**config.mk**
```make
export PLATFORM = sky130hd
export DESIGN_NAME = kbd_disp_if
export DESIGN_NICKNAME = d
export VERILOG_FILES = /design/src/rtl/kdi_pkg.sv /design/src/rtl/kdi_kbd_chan.sv /design/src/rtl/kdi_disp_chan.sv /design/src/rtl/kdi_ctrl_bit.sv /design/src/rtl/kbd_disp_if.sv
export SDC_FILE = /design/constraint.sdc
export NUM_CORES = 1
export LEC_CHECK = 0
export ABC_AREA = 0
export BUFFER_PORTS_ARGS = -buffer_cell sky130_fd_sc_hd__buf_4
export CAP_MARGIN = 20
export CORE_ASPECT_RATIO = 0.8
export CORE_MARGIN = 3
export CORE_UTILIZATION = 35
export CTS_CLUSTER_SIZE = 30
export DETAILED_ROUTE_END_ITERATION = 12
export PLACE_DENSITY_LB_ADDON = 0.12
export SKIP_LAST_GASP = 1
export SLEW_MARGIN = 15
export SYNTH_ARGS = -nofsm -noshare
export SYNTH_HDL_FRONTEND = slang
export SYNTH_SLANG_ARGS = --single-unit
```
**constraint.sdc**
```tcl
create_clock -name clk -period 2.9 [get_ports clk]
set_input_delay 0.87 -clock clk [delete_from_list [all_inputs] [get_ports clk]]
set_output_delay 0.87 -clock clk [all_outputs]
set_load 0.005 [all_outputs]
```
**src/rtl/kdi_pkg.sv**
```systemverilog
package kdi_pkg;
  // Register word offsets
  localparam int unsigned OFF_KDATA = 0;
  localparam int unsigned OFF_KSTAT = 1;
  localparam int unsigned OFF_KCTRL = 2;
  localparam int unsigned OFF_DDATA = 3;
  localparam int unsigned OFF_DSTAT = 4;
  localparam int unsigned OFF_DCTRL = 5;
  // Bit positions decoded by software
  localparam int unsigned BIT_KRDY  = 1;
  localparam int unsigned BIT_KOVR  = 3;
  localparam int unsigned BIT_DRDY  = 2;
  localparam int unsigned BIT_EN    = 0;
  localparam int unsigned NUM_CHAN  = 2;
  localparam int unsigned CH_KBD    = 0;
  localparam int unsigned CH_DISP   = 1;

  typedef struct packed {
    logic kstat_rd;
    logic dstat_rd;
    logic ddata_wr;
    logic kctrl_wr;
    logic dctrl_wr;
  } kdi_access_t;
endpackage

```
**src/rtl/kdi_kbd_chan.sv**
```systemverilog
module kdi_kbd_chan #(
  parameter int unsigned CHAR_W = 8
) (
  input  logic              clk,
  input  logic              rst_n,
  input  logic              kb_valid,
  input  logic [CHAR_W-1:0] kb_code,
  input  logic              stat_rd,
  input  logic              ack,
  output logic [CHAR_W-1:0] data_q,
  output logic              ready_q,
  output logic              ovr_q
);
  logic ready_d, ovr_d;

  // Arrival wins over both clearing events
  always_comb begin
    ready_d = kb_valid | (ready_q & ~stat_rd & ~ack);
    ovr_d   = (kb_valid & ready_q) | (ovr_q & ~stat_rd);
  end

  always_ff @(posedge clk or negedge rst_n) begin
    if (!rst_n) begin
      data_q  <= '0;
      ready_q <= 1'b0;
      ovr_q   <= 1'b0;
    end else begin
      if (kb_valid) data_q <= kb_code;
      ready_q <= ready_d;
      ovr_q   <= ovr_d;
    end
  end

  AST_KRDY_SET: assert property (@(posedge clk) disable iff (!rst_n)
    kb_valid |=> ready_q);
  AST_KRDY_CLR: assert property (@(posedge clk) disable iff (!rst_n)
    (stat_rd && !kb_valid) |=> !ready_q);
  AST_KOVR_SET: assert property (@(posedge clk) disable iff (!rst_n)
    (kb_valid && ready_q) |=> (ovr_q && data_q == $past(kb_code)));
  AST_KACK_DROP: assert property (@(posedge clk) disable iff (!rst_n)
    (ack && !kb_valid) |=> (!ready_q && $stable(data_q)));
endmodule

```
**src/rtl/kdi_disp_chan.sv**
```systemverilog
module kdi_disp_chan #(
  parameter int unsigned CHAR_W = 8
) (
  input  logic              clk,
  input  logic              rst_n,
  input  logic              data_wr,
  input  logic [CHAR_W-1:0] wr_char,
  input  logic              stat_rd,
  input  logic              ack,
  input  logic              done,
  output logic              disp_valid,
  output logic [CHAR_W-1:0] disp_char,
  output logic              ready_q
);
  logic ready_d;

  // A new write makes the channel busy; done beats read or ack
  always_comb begin
    if (data_wr)   ready_d = 1'b0;
    else if (done) ready_d = 1'b1;
    else           ready_d = ready_q & ~stat_rd & ~ack;
  end

  always_ff @(posedge clk or negedge rst_n) begin
    if (!rst_n) begin
      disp_valid <= 1'b0;
      disp_char  <= '0;
      ready_q    <= 1'b1;
    end else begin
      disp_valid <= data_wr;
      if (data_wr) disp_char <= wr_char;
      ready_q <= ready_d;
    end
  end

  AST_STROBE_SRC: assert property (@(posedge clk) disable iff (!rst_n)
    disp_valid |-> $past(data_wr));
  AST_BUSY_AFTER_WR: assert property (@(posedge clk) disable iff (!rst_n)
    data_wr |=> !ready_q);
  AST_DONE_SETS: assert property (@(posedge clk) disable iff (!rst_n)
    (done && !data_wr) |=> ready_q);
  AST_DACK_DROP: assert property (@(posedge clk) disable iff (!rst_n)
    (ack && !done && !data_wr) |=> !ready_q);
endmodule

```
**src/rtl/kdi_ctrl_bit.sv**
```systemverilog
module kdi_ctrl_bit (
  input  logic clk,
  input  logic rst_n,
  input  logic wr,
  input  logic wbit,
  output logic en_q
);
  always_ff @(posedge clk or negedge rst_n) begin
    if (!rst_n)  en_q <= 1'b0;
    else if (wr) en_q <= wbit;
  end
endmodule

```
**src/rtl/kbd_disp_if.sv**
```systemverilog
module kbd_disp_if
  import kdi_pkg::*;
#(
  parameter int unsigned DATA_W = 32,
  parameter int unsigned ADDR_W = 3,
  parameter int unsigned CHAR_W = 8
) (
  input  logic              clk,
  input  logic              rst_n,
  input  logic [ADDR_W-1:0] bus_addr,
  input  logic              bus_wr,
  input  logic [DATA_W-1:0] bus_wdata,
  input  logic              bus_rd,
  output logic [DATA_W-1:0] bus_rdata,
  input  logic              kb_valid,
  input  logic [CHAR_W-1:0] kb_code,
  output logic              disp_valid,
  output logic [CHAR_W-1:0] disp_char,
  input  logic              disp_done,
  input  logic              kbd_ack,
  input  logic              disp_ack,
  output logic              kbd_irq,
  output logic              disp_irq
);
  localparam logic [ADDR_W-1:0] A_KDATA = ADDR_W'(OFF_KDATA);
  localparam logic [ADDR_W-1:0] A_KSTAT = ADDR_W'(OFF_KSTAT);
  localparam logic [ADDR_W-1:0] A_KCTRL = ADDR_W'(OFF_KCTRL);
  localparam logic [ADDR_W-1:0] A_DDATA = ADDR_W'(OFF_DDATA);
  localparam logic [ADDR_W-1:0] A_DSTAT = ADDR_W'(OFF_DSTAT);
  localparam logic [ADDR_W-1:0] A_DCTRL = ADDR_W'(OFF_DCTRL);

  kdi_access_t acc;
  logic [CHAR_W-1:0] kdata;
  logic k_ready, k_ovr, d_ready;
  logic [NUM_CHAN-1:0] en_q, en_wr;
  logic unused_wdata_hi;

  assign unused_wdata_hi = ^bus_wdata[DATA_W-1:CHAR_W];

  always_comb begin
    acc.kstat_rd = bus_rd & (bus_addr == A_KSTAT);
    acc.dstat_rd = bus_rd & (bus_addr == A_DSTAT);
    acc.ddata_wr = bus_wr & (bus_addr == A_DDATA);
    acc.kctrl_wr = bus_wr & (bus_addr == A_KCTRL);
    acc.dctrl_wr = bus_wr & (bus_addr == A_DCTRL);
  end

  assign en_wr[CH_KBD]  = acc.kctrl_wr;
  assign en_wr[CH_DISP] = acc.dctrl_wr;

  for (genvar ch = 0; ch < NUM_CHAN; ch++) begin : g_ctrl
    kdi_ctrl_bit u_en (
      .clk  (clk),
      .rst_n(rst_n),
      .wr   (en_wr[ch]),
      .wbit (bus_wdata[BIT_EN]),
      .en_q (en_q[ch])
    );
  end

  kdi_kbd_chan #(.CHAR_W(CHAR_W)) u_kbd (
    .clk     (clk),
    .rst_n   (rst_n),
    .kb_valid(kb_valid),
    .kb_code (kb_code),
    .stat_rd (acc.kstat_rd),
    .ack     (kbd_ack),
    .data_q  (kdata),
    .ready_q (k_ready),
    .ovr_q   (k_ovr)
  );

  kdi_disp_chan #(.CHAR_W(CHAR_W)) u_disp (
    .clk       (clk),
    .rst_n     (rst_n),
    .data_wr   (acc.ddata_wr),
    .wr_char   (bus_wdata[CHAR_W-1:0]),
    .stat_rd   (acc.dstat_rd),
    .ack       (disp_ack),
    .done      (disp_done),
    .disp_valid(disp_valid),
    .disp_char (disp_char),
    .ready_q   (d_ready)
  );

  assign kbd_irq  = k_ready & en_q[CH_KBD];
  assign disp_irq = d_ready & en_q[CH_DISP];

  always_comb begin
    bus_rdata = '0;
    unique case (bus_addr)
      A_KDATA: bus_rdata[CHAR_W-1:0] = kdata;
      A_KSTAT: begin
        bus_rdata[BIT_KRDY] = k_ready;
        bus_rdata[BIT_KOVR] = k_ovr;
      end
      A_KCTRL: bus_rdata[BIT_EN] = en_q[CH_KBD];
      A_DDATA: bus_rdata[CHAR_W-1:0] = disp_char;
      A_DSTAT: bus_rdata[BIT_DRDY] = d_ready;
      A_DCTRL: bus_rdata[BIT_EN] = en_q[CH_DISP];
      default: bus_rdata = '0;
    endcase
  end

  AST_KIRQ_NEEDS_EN: assert property (@(posedge clk) disable iff (!rst_n)
    (acc.kctrl_wr && !bus_wdata[BIT_EN]) |=> !kbd_irq);
  AST_DIRQ_NEEDS_EN: assert property (@(posedge clk) disable iff (!rst_n)
    (acc.dctrl_wr && !bus_wdata[BIT_EN]) |=> !disp_irq);
  AST_UNMAPPED_ZERO: assert property (@(posedge clk) disable iff (!rst_n)
    (bus_addr > A_DCTRL) |-> (bus_rdata == '0));
endmodule

```
Yosys cells after proc, flatten, opt, wreduce, memory -nomap -nowiden
Index checks and enable logic that the tools add are counted.
Word-level totals
  register bits after elaboration: 22
  bits in latches: 0
  bits in writable memories: 0
  bits in read-only memories: 0
  input bits: 51
  output and inout port bits: 43
  word-level logic and storage cells: 40
  memories: 0
Operators by class
  add/sub/neg operators: 0
  $mul: 0
  div/mod/pow operators: 0
  magnitude comparators: 0
  equality and inequality tests: 5
  shift operators: 0
  mux-type cells: 7
  bitwise logic cells: 19
  reductions and logical operators: 1
Operator list (count)
  $and A1 B1 Y1: 13
  $pmux W1 S3: 3
  $pmux W4 S2: 1
  $eq A3 B2 Y1 const B: 2
  $eq A3 B3 Y1 const B: 2
  $not A1 Y1: 4
  $pmux W1 S4: 1
  $eq A3 B1 Y1 const B: 1
  $logic_not A3 Y1: 1
  $mux W1: 2
  $or A1 B1 Y1: 2

Logic depth before layout (Yosys ltp)
Gate-level depths: netlist (run 1).
  word-level depth: 7
  gate-level depth with buffers: 5
  depth with buffers taken out: 3

Modules after synthesis
Synthesis (run 1) repeated with hierarchy kept, for this count alone.
Unflattened totals
  cell total of the unflattened synthesis: 110
  area total of the unflattened synthesis: 1285.0 um^2
By module, submodules not included
  kbd_disp_if: times used 1, cells each 60, area an instance 427.9 um^2, sequential area each 0.0 um^2
  kdi_kbd_chan: times used 1, cells each 24, area an instance 406.6 um^2, sequential area each 250.2 um^2
  kdi_disp_chan: times used 1, cells each 22, area an instance 370.4 um^2, sequential area each 251.5 um^2
  kdi_ctrl_bit: times used 2, cells each 2, area an instance 40.0 um^2, sequential area each 25.0 um^2

Least setup slack after synthesis (run 1)
No wires, ideal clock.
  path type: input to output
  start point: input port bus_addr[1]
  end point: output port bus_rdata[2]
  arrival time: 1.522 ns
  data required time: 2.030 ns
  setup slack: 0.508 ns
  stages on the path: 5
  buffers on the path: 2
  cells stage by stage: buf_6 -> and2_1 -> buf_2 -> a221oi_2 -> a21oi_1
On the way
  cells in the longest elaborated chain, start to end: 2
  elaborated cells on any way between the ends: 4
  those cells by class: eq/ne (2); mux (1); reduce/logical (1)
RTL lines
  start, declared: line kbd_disp_if.sv:10  | input logic [ADDR_W-1:0] bus_addr,
  $eq A3 B3 Y1, or another cell as far along: line kbd_disp_if.sv:91  | unique case (bus_addr)
  $pmux W1 S3 *: line kbd_disp_if.sv:91
  end, declared: line kbd_disp_if.sv:14  | output logic [DATA_W-1:0] bus_rdata,
Mark *: on every way between the ends. The rest lies on a longest branch, timed or not.

Final worst setup path (run 1)
  start point: input port bus_addr[0]
  end point: output port bus_rdata[0]
On the way
  cells in the longest elaborated chain, start to end: 2
  elaborated cells on any way between the ends: 5
  those cells by class: eq/ne (3); mux (1); reduce/logical (1)
RTL lines (line)
  $eq A3 B3 Y1, or another cell as far along: kbd_disp_if.sv:91
  $pmux W1 S4 *: kbd_disp_if.sv:91
Marks and branches as above.

==> results of run 1 <==
cell usage after synthesis (all sizes together):
library cell  number
buf               28
inv                4
a31o               1
nand2              3
a22o               1
a211oi             2
dfrtp             21
a22oi              4
and4bb             1
nand4b             1
mux2              19
nor3               1
and2               3
clkbuf             1
dfstp              1
conb               1
a21oi              2
nor2b              2
nand3              3
a32o               1
mux2i              1
and4b              1
or3                1
a221oi             1
nor2               6
o211ai             1
worst max-delay path: cells and delay by family:
| family | cells | cell delay, ns |
|---|---|---|
| buf+inv | 2 | 0.29 |
| simple gates | 2 | 0.43 |
| compound gates | 1 | 0.16 |
cell type report:
cell class,count,area share
flip-flops and latches,22,0.352
well taps,40,0.0319
clock buffers,4,0.0351
repair buffers,45,0.215
inverters,4,0.00957
multi-input cells,79,0.356
logic make-up after synthesis:
logic type / count (synthesis)
other: 1
buffers and inverters: 33
DFF: 22
muxes: 20
AOI/OAI and AO/OA: 13
and+or+nand+nor: 22
power by group through the flow:
stage	clock [mW]	combinational [mW]	sequential, mW
after floorplan	0	0.115	0.387
after global placement	0	0.194	0.390
after detailed placement	0	0.197	0.393
after CTS	0.228	0.197	0.387
after global routing	0.242	0.214	0.394
final	0.217	0.194	0.386
final timing paths:
check | startpoint | endpoint | slack, ns | cells past startpoint
worst min register to register | u_kbd.ovr_q | u_kbd.ovr_q | 0.50 | 1
worst max-delay path | bus_addr[0] | bus_rdata[0] | 0.27 | 5
min in group clk | u_kbd.ovr_q | u_kbd.ovr_q | 0.50 | 1
max in group asynchronous | rst_n | u_disp.ready_q | 2.13 | 1
worst min-delay path | rst_n | u_kbd.data_q[1] | 0.49 | 1
worst max register to register | u_disp.ready_q | u_disp.ready_q | 2.05 | 2
through the flow:
| step | instances | util |
|---|---|---|
| 6_report | 194 | 0.480 |
| 3_5_place_dp | 190 | 0.464 |
| 2_1_floorplan | 134 | - |
| 3_3_place_gp | 190 | 0.464 |
| 4_1_cts | 194 | 0.480 |
| 5_1_grt | 194 | 0.480 |
state kept, by name, summed over array words and instances, names as in the netlist:
register,count
u_disp.disp_char,8
u_kbd.data_q,8
g_ctrl.u_en.en_q,2
u_disp.disp_valid,1
u_disp.ready_q,1
u_kbd.ovr_q,1
u_kbd.ready_q,1
per-layer routing:
metal / vias up / track usage / wire (um) / part of all wire
met5: - / 0 / 0 / 0
met4: 0 / 0.0316 / 0 / 0
met2: 43 / 0.218 / 1320 / 0.50
met3: 0 / 0.0593 / 299 / 0.11
met1: 442 / 0.151 / 1020 / 0.39
li1: 421 / - / - / -
==> results.py, run 1 <==
metrics = {
    "setup_path": {
        "crit_path_end_kind": "output port",
        "criticalPathCategory": "input pin to output port",
        "critPathArrivalTime_ns": 1.76,
        "critPathSlowestCell": "and2_1",
        "critPathMaxStageDelay_ns": 0.34,
        "crit_top_cell": "buf_4",
        "path_cells": "buf_4 > and2_1 > nand2_1 > o211ai_1 > buf_4",
        "setup.worst_path.start_class": "input pin",
        "crit_fanout": 12,
        "cp.required_ns": 2.03,
    },
    "clock_network": {
        "cts_setup_buffers": 0,
        "numClockSinks": 22,
        "clockRootBuffer": "clkbuf_8",
        "post_cts_resized": 0,
        "ctsHoldBuffers": 0,
        "clkTransAtPathRegs_ns": 0.08,
        "cts.htree.levels": 1,
        "clk_path_buf_depth": 2,
        "insertion_delay_ns": 0.26,
        "cts_tree": "built",
        "numCtsBuffers": 3,
    },
    "floorplan": {
        "io_pins": 94,
        "initial_core_util": 0.385,
        "std_cell_rows": 18,
        "die_height_um": 59.6,
        "die_area_mm2": 0.00435,
        "die-width_um": 73.0,
        "core-area_mm2": 0.00327,
    },
    "power": {
        "power.density_mw_per_mm2": 508,
        "switching_share": 0.254,
        "internal-power_uw": 594,
        "clockPowerShare": 0.273,
        "p_switching_uw": 202,
        "peakVddDrop_mv": 0.316,
        "seqPwrFrac": 0.484,
        "power_uw": 797,
        "comb_power_share": 0.243,
        "leakage_nw": 0.783,
    },
    "synth": {
        "synth_top_area_cell": "dfrtp_1",
        "synth_top_family_by_area": "buffers and inverters",
        "synth-xor-area-share": 0,
        "ys_seq_area_frac": 0.439,
        "yosysWarnings": 0,
        "yosys.area_share.simple": 0.112,
        "synth_seq_cells": 22,
        "synth_compound_area_frac": 0.0837,
        "synthAdderAreaFrac": 0,
        "netlist.area_leader.share": 0.418,
        "synthTopCellsByArea": "dfrtp_1, mux2_2, buf_4",
        "syn_inst": 111,
        "ys_types": 29,
        "syn_avg_cell_area_um2": 11.3,
        "muxShareOfSynthArea": 0.178,
        "synth_area_mm2": 0.00126,
    },
    "timing": {
        "finalSetupTns_ns": 0,
        "clock_skew_ns": 0.000610,
        "maxSlewViolCount": 0,
        "grt_setup_unrepaired": "false",
        "fin_ws_ns": 0.273,
        "fin_hold_ws_ns": 0.488,
        "fmaxAchievable_ghz": 0.381,
        "post-route-min-period_ns": 2.63,
        "setup_violations": 0,
        "finalHoldViolCount": 0,
        "fin_crit_sh": 0.906,
    },
    "route": {
        "firstDrtPassIters": 4,
        "via_per_inst": 4.67,
        "vias": 906,
        "drc": 0,
        "drt_iter0_markers": 17,
        "ant_nets": 0,
        "wire_per_inst_um": 13.6,
        "finalWirelength_um": 2640,
    },
    "final_layout": {
        "nFillCells": 330,
        "drive_gt1_frac": 0.481,
        "syn2layout_area_growth_pct": 24.9,
        "layout_common_cells": "buf_4, conb_1, dfrtp_1",
        "diodes": 0,
        "finalInstanceArea_mm2": 0.00157,
        "ff_latch_area_um2": 552,
        "nets": 206,
        "final_common_cell": "buf_4",
        "multiInputGateArea_um2": 559,
    },
    "placed_design": {
        "place.gp.congestion": 0.726,
        "post_dp_cell_area_mm2": 0.00151,
        "dp_slack_ns": 0.257,
        "portBuffers": 45,
        "hpwl_um": 2050,
    },
    "grt": {
        "grt_pass1_vias": 878,
        "grt_first_pass_wirelength_um": 4220,
        "antenna_found_initial": 0,
        "grt_start_max_net_pins": 23,
        "grt_overflow_total": 0,
        "gr-usage-all-layers": 0.130,
    },
    "hold_path": {
        "hold_class": "input pin to asynchronous set/reset pin",
    },
    "status": {
        "outcome": "finished, final reports clean",
    },
    "job": {
        "drv_cap": 0,
    },
}
Power figures use the tool's default switching activity.
==> run 2, diff against run 1 <==
--- a/config.mk
+++ b/config.mk
@@ -13,6 +13,7 @@
 export CORE_UTILIZATION = 35
 export CTS_CLUSTER_SIZE = 30
 export DETAILED_ROUTE_END_ITERATION = 12
+export MAX_ROUTING_LAYER = met4
 export PLACE_DENSITY_LB_ADDON = 0.12
 export SKIP_LAST_GASP = 1
 export SLEW_MARGIN = 15
==> run 2 against run 1 <==
Compared with the run above: worst setup slack better by 0.00062 ns; final cell count stayed put; non-clock buffer count stayed put; clock skew is 0.00087 ns higher; maximum frequency hardly changed; first-iteration DRC count is 5.9% lower; flip-flop and latch count stayed put; die area stayed put; critical path type unchanged; critical path depth stayed put; highest routed layer unchanged; largest cell class unchanged.
==> results.py, run 2 (synthesis gave the netlist of run 1 again) <==
metrics = {
    "power": {
        "peakVddDrop_mv": 0.321,
        "leakage_nw": 0.783,
        "seqPwrFrac": 0.483,
        "p_switching_uw": 204,
        "clockPowerShare": 0.275,
        "internal-power_uw": 594,
        "switching_share": 0.256,
        "comb_power_share": 0.242,
        "power.density_mw_per_mm2": 509,
    },
    "clock_network": {
        "numClockSinks": 22,
        "post_cts_resized": 0,
        "numCtsBuffers": 3,
        "clockRootBuffer": "clkbuf_8",
        "clk_path_buf_depth": 2,
        "cts.htree.levels": 1,
        "cts_tree": "built",
        "insertion_delay_ns": 0.26,
        "clkTransAtPathRegs_ns": 0.08,
        "cts_setup_buffers": 0,
        "ctsHoldBuffers": 0,
    },
    "floorplan": {
        "die_height_um": 59.6,
        "die_area_mm2": 0.00435,
        "core-area_mm2": 0.00327,
        "die-width_um": 73.0,
        "initial_core_util": 0.385,
        "io_pins": 94,
        "std_cell_rows": 18,
    },
    "timing": {
        "clock_skew_ns": 0.00148,
        "finalSetupTns_ns": 0,
        "fmaxAchievable_ghz": 0.381,
        "fin_hold_ws_ns": 0.485,
        "maxSlewViolCount": 0,
        "grt_setup_unrepaired": "false",
        "post-route-min-period_ns": 2.63,
        "fin_crit_sh": 0.906,
        "setup_violations": 0,
        "finalHoldViolCount": 0,
    },
    "final_layout": {
        "nets": 206,
        "reg.largest.list": "u_disp.disp_char x8, u_kbd.data_q x8, g_ctrl.u_en.en_q x2",
        "drive_gt1_frac": 0.481,
        "syn2layout_area_growth_pct": 24.9,
        "final_common_cell": "buf_4",
        "nFillCells": 330,
        "layout_common_cells": "buf_4, conb_1, dfrtp_1",
        "diodes": 0,
        "fin_util": 0.480,
    },
    "route": {
        "finalWirelength_um": 2640,
        "drt_iter0_markers": 16,
        "firstDrtPassIters": 4,
        "via_per_inst": 4.69,
        "ant_nets": 0,
        "vias": 909,
        "drc": 0,
        "wire_per_inst_um": 13.6,
    },
    "grt": {
        "gr-usage-all-layers": 0.134,
        "grt_first_pass_wirelength_um": 4220,
        "antenna_found_initial": 0,
        "grt_overflow_total": 0,
        "grt_pass1_vias": 875,
        "grt_start_max_net_pins": 23,
    },
    "status": {
        "outcome": "finished, final reports clean",
    },
    "hold_path": {
        "hold_class": "input pin to asynchronous set/reset pin",
    },
    "setup_path": {
        "cp.required_ns": 2.03,
        "crit_fanout": 12,
        "setup.worst_path.start_class": "input pin",
        "criticalPathCategory": "input pin to output port",
        "critPathArrivalTime_ns": 1.76,
        "crit_path_end_kind": "output port",
    },
    "job": {
        "drv_cap": 0,
    },
    "placed_design": {
        "place.gp.congestion": 0.734,
        "portBuffers": 45,
        "hpwl_um": 2050,
    },
}
==> run 2: cell counts in the layout (fill, tap and decap cells not counted) <==
No cell type changed its count.
==> run 2: worst paths after layout <==
kind / from / endpoint / slack [ns] / depth (start not counted)
hold / removal: rst_n / u_kbd.data_q[1] / 0.48 / 1
setup reg to reg: u_disp.ready_q / u_disp.ready_q / 2.05 / 2
min in group clk: u_kbd.data_q[1] / u_kbd.data_q[1] / 0.51 / 1
max in group asynchronous: rst_n / u_disp.ready_q / 2.13 / 1
hold reg to reg: u_kbd.data_q[1] / u_kbd.data_q[1] / 0.51 / 1
setup / recovery: bus_addr[0] / bus_rdata[0] / 0.27 / 5
==> run 2: critical path, stage by stage <==
cell	delay [ns]
buf_4	0.16
and2_1	0.34
nand2_1	0.09
o211ai_1	0.16
buf_4	0.13
==> run 2: per-stage QoR <==
step | std cells | cell area [um^2] | total power, mW | setup WS (ns)
floorplan | 134 | 1340 | 0.502 | 0.508
global placement | 190 | 1510 | 0.584 | 0.246
detailed placement | 190 | 1510 | 0.590 | 0.257
CTS | 194 | 1570 | 0.812 | 0.257
global route | 194 | 1570 | 0.850 | 0.165
finish | 194 | 1570 | 0.799 | 0.274
==> run 2: routing by layer <==
metal / wire length (um) / global-route usage / vias to the layer above
li1: - / - / 422
met1: 1070 / 0.157 / 444
met2: 1300 / 0.217 / 43
met3: 273 / 0.0525 / 0
met4: 0 / 0.0316 / 0
met5: 0 / - / -
==> run 2: power by group through the flow <==
stage / Clock [mW] / Combinational (mW) / Sequential [mW]
after floorplan: 0 / 0.115 / 0.387
after global placement: 0 / 0.194 / 0.390
after detailed placement: 0 / 0.197 / 0.393
after CTS: 0.228 / 0.197 / 0.387
after global routing: 0.242 / 0.214 / 0.394
final: 0.220 / 0.193 / 0.386
==> run 2: final cells by class <==
class	count	area [um^2]	area share
clock buffer	4	55.1	0.0351
inverter	4	15.0	0.00957
sequential	22	552	0.352
multi-input combinational	79	559	0.356
tap	40	50.0	0.0319
timing repair buffer	45	338	0.215
